### config.mk
export PLATFORM = sky130hd
export DESIGN_NAME = post_div_chain
export DESIGN_NICKNAME = d
export VERILOG_FILES = /design/src/rtl/pdiv_pkg.sv /design/src/rtl/pdiv_decode.sv /design/src/rtl/pdiv_stage.sv /design/src/rtl/pdiv_shaper.sv /design/src/rtl/post_div_chain.sv
export SDC_FILE = /design/constraint.sdc
export NUM_CORES = 1
export LEC_CHECK = 0
export BUFFER_PORTS_ARGS = -buffer_cell sky130_fd_sc_hd__buf_2
export CAP_MARGIN = 10
export CORE_MARGIN = 10
export CORE_UTILIZATION = 63
export DETAILED_ROUTE_END_ITERATION = 8
export PLACE_DENSITY = 0.84
export SLEW_MARGIN = 25
export SYNTH_ARGS = -nofsm -noshare
export SYNTH_HDL_FRONTEND = slang
export SYNTH_SLANG_ARGS = --single-unit
### constraint.sdc
create_clock -name clk_in -period 3.95 [get_ports clk_in]
set_input_delay 0.395 -clock clk_in [delete_from_list [all_inputs] [get_ports clk_in]]
set_output_delay 0.395 -clock clk_in [all_outputs]
set_load 0.03 [all_outputs]
### src/rtl/pdiv_pkg.sv
`timescale 1ns/1ps
// Shared widths and limits for the cascaded post divider.
// Assumes the two wide stages share one code width and one modulus limit.
package pdiv_pkg;
    localparam int WIDE_CODE_W = 4;   // code width of stages one and two
    localparam int POW_CODE_W  = 2;   // code width of stage three
    localparam int WIDE_LIMIT  = 12;  // largest legal modulus of a wide stage
    localparam int NUM_STAGES  = 3;
    localparam int NUM_WIDE    = 2;
    localparam int POW_MAX     = 1 << ((1 << POW_CODE_W) - 1);
    localparam int MOD_MAX     = (WIDE_LIMIT > POW_MAX) ? WIDE_LIMIT : POW_MAX;
    localparam int MOD_W       = $clog2(MOD_MAX + 1);
    typedef logic [MOD_W-1:0] mod_t;
endpackage

### src/rtl/pdiv_decode.sv
`timescale 1ns/1ps
// Turns a wide-stage code into its modulus (code + 1).
// Assumes codes at or above LIMIT are illegal: they clamp to LIMIT and are flagged.
module pdiv_decode #(
    parameter int CODE_W = 4,
    parameter int MOD_W  = 4,
    parameter int LIMIT  = 12
) (
    input  logic [CODE_W-1:0] code,
    output logic [MOD_W-1:0]  modulus,
    output logic              bad
);
    // Range check and clamp of one setting field.
    always_comb begin
        bad     = (int'(code) >= LIMIT);
        modulus = bad ? MOD_W'(LIMIT) : MOD_W'(code) + MOD_W'(1);
    end
endmodule

### src/rtl/pdiv_stage.sv
`timescale 1ns/1ps
// One digit of the mixed-radix position counter.
// It advances when adv is high and wraps after modulus-1.
// hi says whether the position so far lies in the first half of the period.
// On an odd modulus, the midpoint digit defers to lower_hi from the stage below.
// Assumes modulus is at least 1 and is held static while running.
module pdiv_stage #(
    parameter int MOD_W = 4
) (
    input  logic             clk_in,
    input  logic             rst_n,
    input  logic             adv,
    input  logic [MOD_W-1:0] modulus,
    input  logic             lower_hi,
    output logic             wrap,
    output logic             hi
);
    logic [MOD_W-1:0] idx;
    logic [MOD_W-1:0] half;
    logic             at_last;

    // Detect the last count and compare against the midpoint.
    always_comb begin
        half    = modulus >> 1;
        at_last = (idx == modulus - MOD_W'(1));
        wrap    = adv & at_last;
        hi      = (idx < half) | (modulus[0] & (idx == half) & lower_hi);
    end

    // Count input cycles (scaled by the stages below), wrapping at the modulus.
    always_ff @(posedge clk_in) begin
        if (!rst_n)
            idx <= '0;
        else if (adv)
            idx <= at_last ? '0 : idx + MOD_W'(1);
    end
endmodule

### src/rtl/pdiv_shaper.sv
`timescale 1ns/1ps
// Shapes the first-half decision into the output clock.
// Even totals use the rising-edge register alone. Odd totals OR it with a
// falling-edge copy, which stretches the high phase by half an input cycle.
// A total of one passes the input clock through once reset is released.
// Assumes odd_mode and bypass are static while running.
module pdiv_shaper (
    input  logic clk_in,
    input  logic rst_n,
    input  logic hi_top,
    input  logic odd_mode,
    input  logic bypass,
    output logic clk_out
);
    logic rise_q;
    logic fall_q;
    logic run_q;

    // Register the decision on the rising edge and note that reset has ended.
    always_ff @(posedge clk_in) begin
        if (!rst_n) begin
            rise_q <= 1'b0;
            run_q  <= 1'b0;
        end else begin
            rise_q <= hi_top;
            run_q  <= 1'b1;
        end
    end

    // Retime the registered decision by half a cycle.
    always_ff @(negedge clk_in) begin
        if (!rst_n)
            fall_q <= 1'b0;
        else
            fall_q <= rise_q;
    end

    // Select the output form for the configured total.
    always_comb begin
        if (bypass)
            clk_out = run_q & clk_in;
        else if (odd_mode)
            clk_out = rise_q | fall_q;
        else
            clk_out = rise_q;
    end
endmodule

### src/rtl/post_div_chain.sv
`timescale 1ns/1ps
// Three-stage post divider, total modulus = product of the stage moduli,
// with 50 percent duty for every total.
// Assumes the settings change only while rst_n is low.
module post_div_chain
    import pdiv_pkg::*;
(
    input  logic                  clk_in,
    input  logic                  rst_n,
    input  logic [WIDE_CODE_W-1:0] code_a,
    input  logic [WIDE_CODE_W-1:0] code_b,
    input  logic [POW_CODE_W-1:0]  code_c,
    output logic                  clk_out,
    output logic                  cfg_err
);
    logic [WIDE_CODE_W-1:0] wide_code [NUM_WIDE];
    mod_t                   stage_mod [NUM_STAGES];
    logic [NUM_WIDE-1:0]    wide_bad;
    logic [NUM_STAGES:0]    adv_chain;
    logic [NUM_STAGES:0]    hi_chain;
    logic [NUM_STAGES-1:0]  mod_is_one;
    logic [NUM_STAGES-1:0]  mod_is_odd;

    // Collect the wide-stage fields and derive the power-of-two modulus.
    always_comb begin
        wide_code[0] = code_a;
        wide_code[1] = code_b;
        stage_mod[NUM_STAGES-1] = mod_t'(1) << code_c;
    end

    genvar g;
    generate
        for (g = 0; g < NUM_WIDE; g++) begin : g_dec
            pdiv_decode #(
                .CODE_W (WIDE_CODE_W),
                .MOD_W  (MOD_W),
                .LIMIT  (WIDE_LIMIT)
            ) u_dec (
                .code    (wide_code[g]),
                .modulus (stage_mod[g]),
                .bad     (wide_bad[g])
            );
        end

        for (g = 0; g < NUM_STAGES; g++) begin : g_stg
            pdiv_stage #(
                .MOD_W (MOD_W)
            ) u_stg (
                .clk_in   (clk_in),
                .rst_n    (rst_n),
                .adv      (adv_chain[g]),
                .modulus  (stage_mod[g]),
                .lower_hi (hi_chain[g]),
                .wrap     (adv_chain[g+1]),
                .hi       (hi_chain[g+1])
            );
            // Per-stage parity and unity flags for the shaper.
            always_comb begin
                mod_is_one[g] = (stage_mod[g] == mod_t'(1));
                mod_is_odd[g] = stage_mod[g][0];
            end
        end
    endgenerate

    // The lowest stage counts every cycle and sees no lower half-cycle.
    always_comb begin
        adv_chain[0] = 1'b1;
        hi_chain[0]  = 1'b0;
        cfg_err      = |wide_bad;
    end

    pdiv_shaper u_shape (
        .clk_in   (clk_in),
        .rst_n    (rst_n),
        .hi_top   (hi_chain[NUM_STAGES]),
        .odd_mode (&mod_is_odd),
        .bypass   (&mod_is_one),
        .clk_out  (clk_out)
    );
endmodule

==> results of run 1 <==
[routing by layer]
layer	GRT usage, %	vias to the layer above
met5	0	-
met4	9.69	0
met2	26.8	28
met1	14.5	592
met3	5.69	12
li1	-	631
[registers in the layout, indices dropped and copies added (netlist names)]
signal and flops:
g_stg.u_stg.idx 12, u_shape.fall_q 1, u_shape.rise_q 1, u_shape.run_q 1
[stage by stage]
step	utilization (%)	setup WS, ns	instances
after floorplan	-	0.496	168
after global placement	71.6	0.858	204
after detailed placement	71.6	0.846	204
after CTS	74.1	0.235	211
after global routing	74.1	0.187	211
final	74.1	0.264	211
[critical path, delay by kind of cell (launching register included)]
kind                   cells  cell delay, ns
buffers and inverters      1            0.24
flip-flops                 1            0.30
AO/OA/AOI/OAI              2            0.31
[report_power, final]
part           switching [mW]  internal, mW
sequential            0.00955         0.159
clock                  0.0649        0.0754
combinational          0.0634        0.0487
total                   0.138         0.283
[cells in the final DEF, fill, tap and decap left out, types with 2 or more instances in the layout]
| cell | netlist | final |
|---|---|---|
| a21oi_1 | 4 | 4 |
| o21ai_0 | 9 | 9 |
| o21ai_1 | 2 | 2 |
| xnor2_1 | 5 | 5 |
| nor2b_1 | 3 | 3 |
| ha_1 | 14 | 14 |
| nor4_1 | 2 | 2 |
| mux2i_1 | 3 | 3 |
| clkbuf_4 | 0 | 6 |
| buf_2 | 2 | 13 |
| and2_1 | 4 | 4 |
| nand4b_1 | 3 | 3 |
| dfxtp_1 | 15 | 15 |
| o211ai_1 | 2 | 2 |
| nand2b_1 | 9 | 9 |
| inv_1 | 9 | 9 |
| nand2_2 | 2 | 2 |
| xor2_1 | 5 | 5 |
| maj3_1 | 2 | 2 |
| and3_1 | 4 | 4 |
| nor2_1 | 10 | 10 |
| o2bb2ai_1 | 2 | 2 |
| a21boi_1 | 2 | 2 |
| nand3_1 | 10 | 10 |
| a21o_1 | 2 | 2 |
| nand2_1 | 18 | 18 |
| nand3b_1 | 2 | 2 |
[logic make-up after synthesis]
family                   Yosys count  synth area share, %
AO/OA/AOI/OAI                     34                 18.4
XOR/XNOR                          11                 8.10
adder cells (fa/ha/maj)           16                 14.4
buffers and inverters             13                 4.32
flip-flops                        15                 22.1
multiplexers                       3                 2.21
AND/OR/NAND/NOR                   76                 30.5
[path summary, 6_finish.rpt]
kind	depth (start not counted)	end
setup reg to reg	1	u_shape.fall_q$_SDFF_NN0_
setup / recovery	3	clk_out
hold reg to reg	2	g_stg[2].u_stg.idx[3]$_SDFFE_PN0P_
hold / removal	1	u_shape.run_q$_DFF_P_
[final cells by class]
| class | instances | area [sq um] |
|---|---|---|
| clock buffers | 8 | 53.8 |
| inverters | 8 | 30.0 |
| multi-input cells | 140 | 1000 |
| repair buffers | 12 | 60.1 |
| fillers | 166 | 519 |
| flip-flops and latches | 15 | 300 |
| well taps | 27 | 33.8 |
| clock inverters | 1 | 3.75 |
==> metrics, run 1 <==
ANT nets after route=0; cell area after synthesis=0.00136 sq mm; IO Pins=14; gr ovfl total=0; R2R Path Start=u_shape.rise_q$_SDFF_PN0_; antenna fix cells=0; run status=complete, no violations; Leakage=0.658 nW; crit path max fanout=1; Die W=66.5 um; RSZ-0062 raised after global routing=no; met3 wire length=143 um; CP max-delay cell=dfxtp_1; flops & latches, synth=15; Yosys top cell area share=22.1%; Die Area=0.00442 sq mm; iteration-0 DRC count of the detailed router=108; gpl congestion=0.808; row count=16; Initial Utilization=67.9%; ys flop type=dfxtp_1; largest stage delay on the critical path=0.30 ns; crit path launch=u_shape.fall_q$_SDFF_NN0_; hpwl dp=2.39 mm; Area contributors post-synth=dfxtp_1 22%, ha_1 13%, nand2_1 5.0%; Design Area, Final=0.00148 sq mm; final wirelength=3.07 mm; WHS=0.292 ns; Critical Path RT=3.56 ns; Pins Over Slew Limit=0; post-DR wirelength/cell=14.6 um; drt first pass iters=4; layout cells sized above 1=15.2%; top-count cell post-synth=nand2_1; Post-CTS Resized=0; vias per cell=5.99; Setup Buffers After CTS=0; Avg Inst Size Synth=8.10 sq um; core area=0.00200 sq mm; register area share after synthesis=22.1%; Cell Pwr Density=284 mW/mm^2; placed cell areas=0.00143 sq mm; Yosys cell types=49; Hold Crit Class=in -> reg; Worst Tran Pin Value=0.612 ns; CP Class=reg -> out; antenna violations before repair=0; max-cap violations=0; gr usage total=15.2%; fin nets=211; first-pass GRT wire length=5.22 mm; clk_lat worst skew=0.46 ns; Synth async-reset ratio=0%; Top Metal Used=met4; HP Start=rst_n; Synth area leader=dfxtp_1; clock-pin slew on the worst setup and hold paths=0.08 ns; Post-synth EDFFs=0; Via Count=1,263; CP Launch Type=flop; Mapped Cells=168; syn_nets=194; setup tns final=0 ns; Critical Path End Type=output port; synth warn=0; clk_skew=0.0772 ns; Port Buf Inserts=13; cts hold-fix bufs=0; vias in the first global route=1,258; total chip power=0.421 mW; setup slack, reg-to-reg=1.49 ns; worst rel slew slack=58.8%; DIE HEIGHT=66.5 um; Synth-to-Final Area Change=9.02%; CTS tree=done; crit path DAT=3.29 ns; Final Hold Vio Count=0; peak supply drop=216 uV; M1 WL=1.25 mm; final setup fails=0; largest net degree at the start of global routing=18; worst path cell trace=a41oi_1 > o21ai_0 > buf_2; Commonest cells post-synth=18 x nand2_1, 15 x dfxtp_1, 14 x ha_1, 10 x nand3_1, 10 x nor2_1; met2 wire length=1.59 mm; number of remaining DRC errors=0
Note: power is estimated with default switching activity, not from simulation.
==> run 2: changes to the inputs <==
--- a/config.mk
+++ b/config.mk
@@ -10,7 +10,7 @@
 export CORE_MARGIN = 10
 export CORE_UTILIZATION = 63
 export DETAILED_ROUTE_END_ITERATION = 8
-export PLACE_DENSITY = 0.84
+export PLACE_DENSITY = 0.91
 export SLEW_MARGIN = 25
 export SYNTH_ARGS = -nofsm -noshare
 export SYNTH_HDL_FRONTEND = slang
==> run 2 against run 1 <==
Against the previous run:
- sequential share of layout area did not move
- setup slack better by 0.044 ns
- register-to-register slack got worse by 0.02 ns
- die area did not move
- combinational power about the same
- critical path depth is the same
- count of clock-buffer cells in the layout decreased by 1
- total power is 0.18% higher
- highest routed layer unchanged
==> metrics, run 2 (synthesized netlist as in run 1, its figures left out) <==
cts hold-fix bufs=0; R2R Path Start=u_shape.rise_q$_SDFF_PN0_; Cell Pwr Density=284 mW/mm^2; gr ovfl total=0; Hold Crit Class=in -> reg; Post-CTS Resized=0; fin nets=211; number of remaining DRC errors=0; gr usage total=15.3%; worst rel slew slack=64.0%; clock-pin slew on the worst setup and hold paths=0.08 ns; run status=complete, no violations; crit path max fanout=1; Leakage=0.662 nW; Final Hold Vio Count=0; CTS tree=done; first-pass GRT wire length=5.35 mm; final setup fails=0; Die Area=0.00442 sq mm; core area=0.00200 sq mm; Min-Delay Endpoint=u_shape.run_q$_DFF_P_; max FFs per register=12; CP Class=reg -> out; Via Count=1,286; RSZ-0062 raised after global routing=no; most frequent cells in the layout=18 x nand2_1, 15 x dfxtp_1, 14 x ha_1; Critical Path RT=3.56 ns; placed cell areas=0.00143 sq mm; Die W=66.5 um; clk_skew=0.0638 ns; Initial Utilization=67.9%; gpl congestion=0.804; CP Launch Type=flop; antenna violations before repair=0; most common cell after layout, fill and taps aside=nand2_1; Seq. cell area=300 sq um; Biggest register=g_stg.u_stg.idx; worst flop-to-flop path endpoint=u_shape.fall_q$_SDFF_NN0_; hpwl dp=2.42 mm; iteration-0 DRC count of the detailed router=57; vias in the first global route=1,256; Port Buf Inserts=13; Synth-to-Final Area Change=9.02%; Design Area, Final=0.00148 sq mm; footprint of the multi-input gates=0.00100 sq mm; layout cells sized above 1=15.2%; setup slack, reg-to-reg=1.47 ns; Critical Path End Type=output port; drt first pass iters=4; setup tns final=0 ns; ANT nets after route=0; hold path cells=1; Setup Buffers After CTS=0; fillers=170; clk_lat worst skew=0.46 ns; DIE HEIGHT=66.5 um; worst r2r path cells=1; largest net degree at the start of global routing=18; antenna fix cells=0; IO Pins=14; crit path DAT=3.25 ns; HP Start=rst_n; row count=16; peak supply drop=209 uV; Worst Tran Pin Value=0.538 ns; post-DR wirelength/cell=15.1 um; vias per cell=6.09; max-cap violations=0; final wirelength=3.19 mm; Pins Over Slew Limit=0
-- run 2: cell types whose count changed in the layout (fill, tap and decap cells not counted) --
cell / previous run / this run
clkbuf_1: 1 / 0
inv_1: 9 / 10
-- run 2: final cells by class --
class                           instances  share of cell area [%]
Sequential cell                        15                    20.3
Inverter                                8                    2.03
Multi-Input combinational cell        140                    67.5
Tap cell                               27                    2.28
Timing Repair Buffer                   12                    4.05
Clock inverter                          2                   0.506
Clock buffer                            7                    3.38
-- run 2: metal layers --
| metal | vias up | routed length (um) | track usage [%] |
|---|---|---|---|
| met2 | 27 | 1700 | 27.3 |
| met5 | - | 0 | 0 |
| met4 | 0 | 66 | 7.33 |
| li1 | 635 | - | - |
| met1 | 613 | 1310 | 14.9 |
| met3 | 11 | 107 | 6.52 |
-- run 2: report_power, final --
| group | leakage, nW | internal, mW | switching, mW |
|---|---|---|---|
| Sequential | 0.122 | 0.159 | 0.00989 |
| Combinational | 0.495 | 0.0483 | 0.0647 |
| Clock | 0.0448 | 0.0727 | 0.0670 |
-- run 2: worst max-delay path by stage --
stage / to / from
after floorplan: clk_out / u_shape.fall_q$_SDFF_NN0_
after global placement: clk_out / u_shape.fall_q$_SDFF_NN0_
after detailed placement: clk_out / u_shape.fall_q$_SDFF_NN0_
after CTS: clk_out / u_shape.fall_q$_SDFF_NN0_
after global routing: clk_out / u_shape.fall_q$_SDFF_NN0_
final: clk_out / u_shape.fall_q$_SDFF_NN0_
-- run 2: critical path: stages (launching register included) --
cell     delay [ns]
dfxtp_1        0.31
a41oi_1        0.09
o21ai_0        0.19
buf_2          0.22
-- run 2: stage by stage --
| stage | worst slack (ns) | power [mW] | hold WS (ns) | instances | util [%] |
|---|---|---|---|---|---|
| floorplan | 0.496 | 0.260 | 0.423 | 168 | - |
| global placement | 0.853 | 0.281 | 0.471 | 204 | 71.6 |
| detailed placement | 0.841 | 0.289 | 0.499 | 204 | 71.6 |
| CTS | 0.289 | 0.423 | 0.262 | 211 | 74.1 |
| global route | 0.212 | 0.446 | 0.271 | 211 | 74.1 |
| finish | 0.308 | 0.421 | 0.272 | 211 | 74.1 |
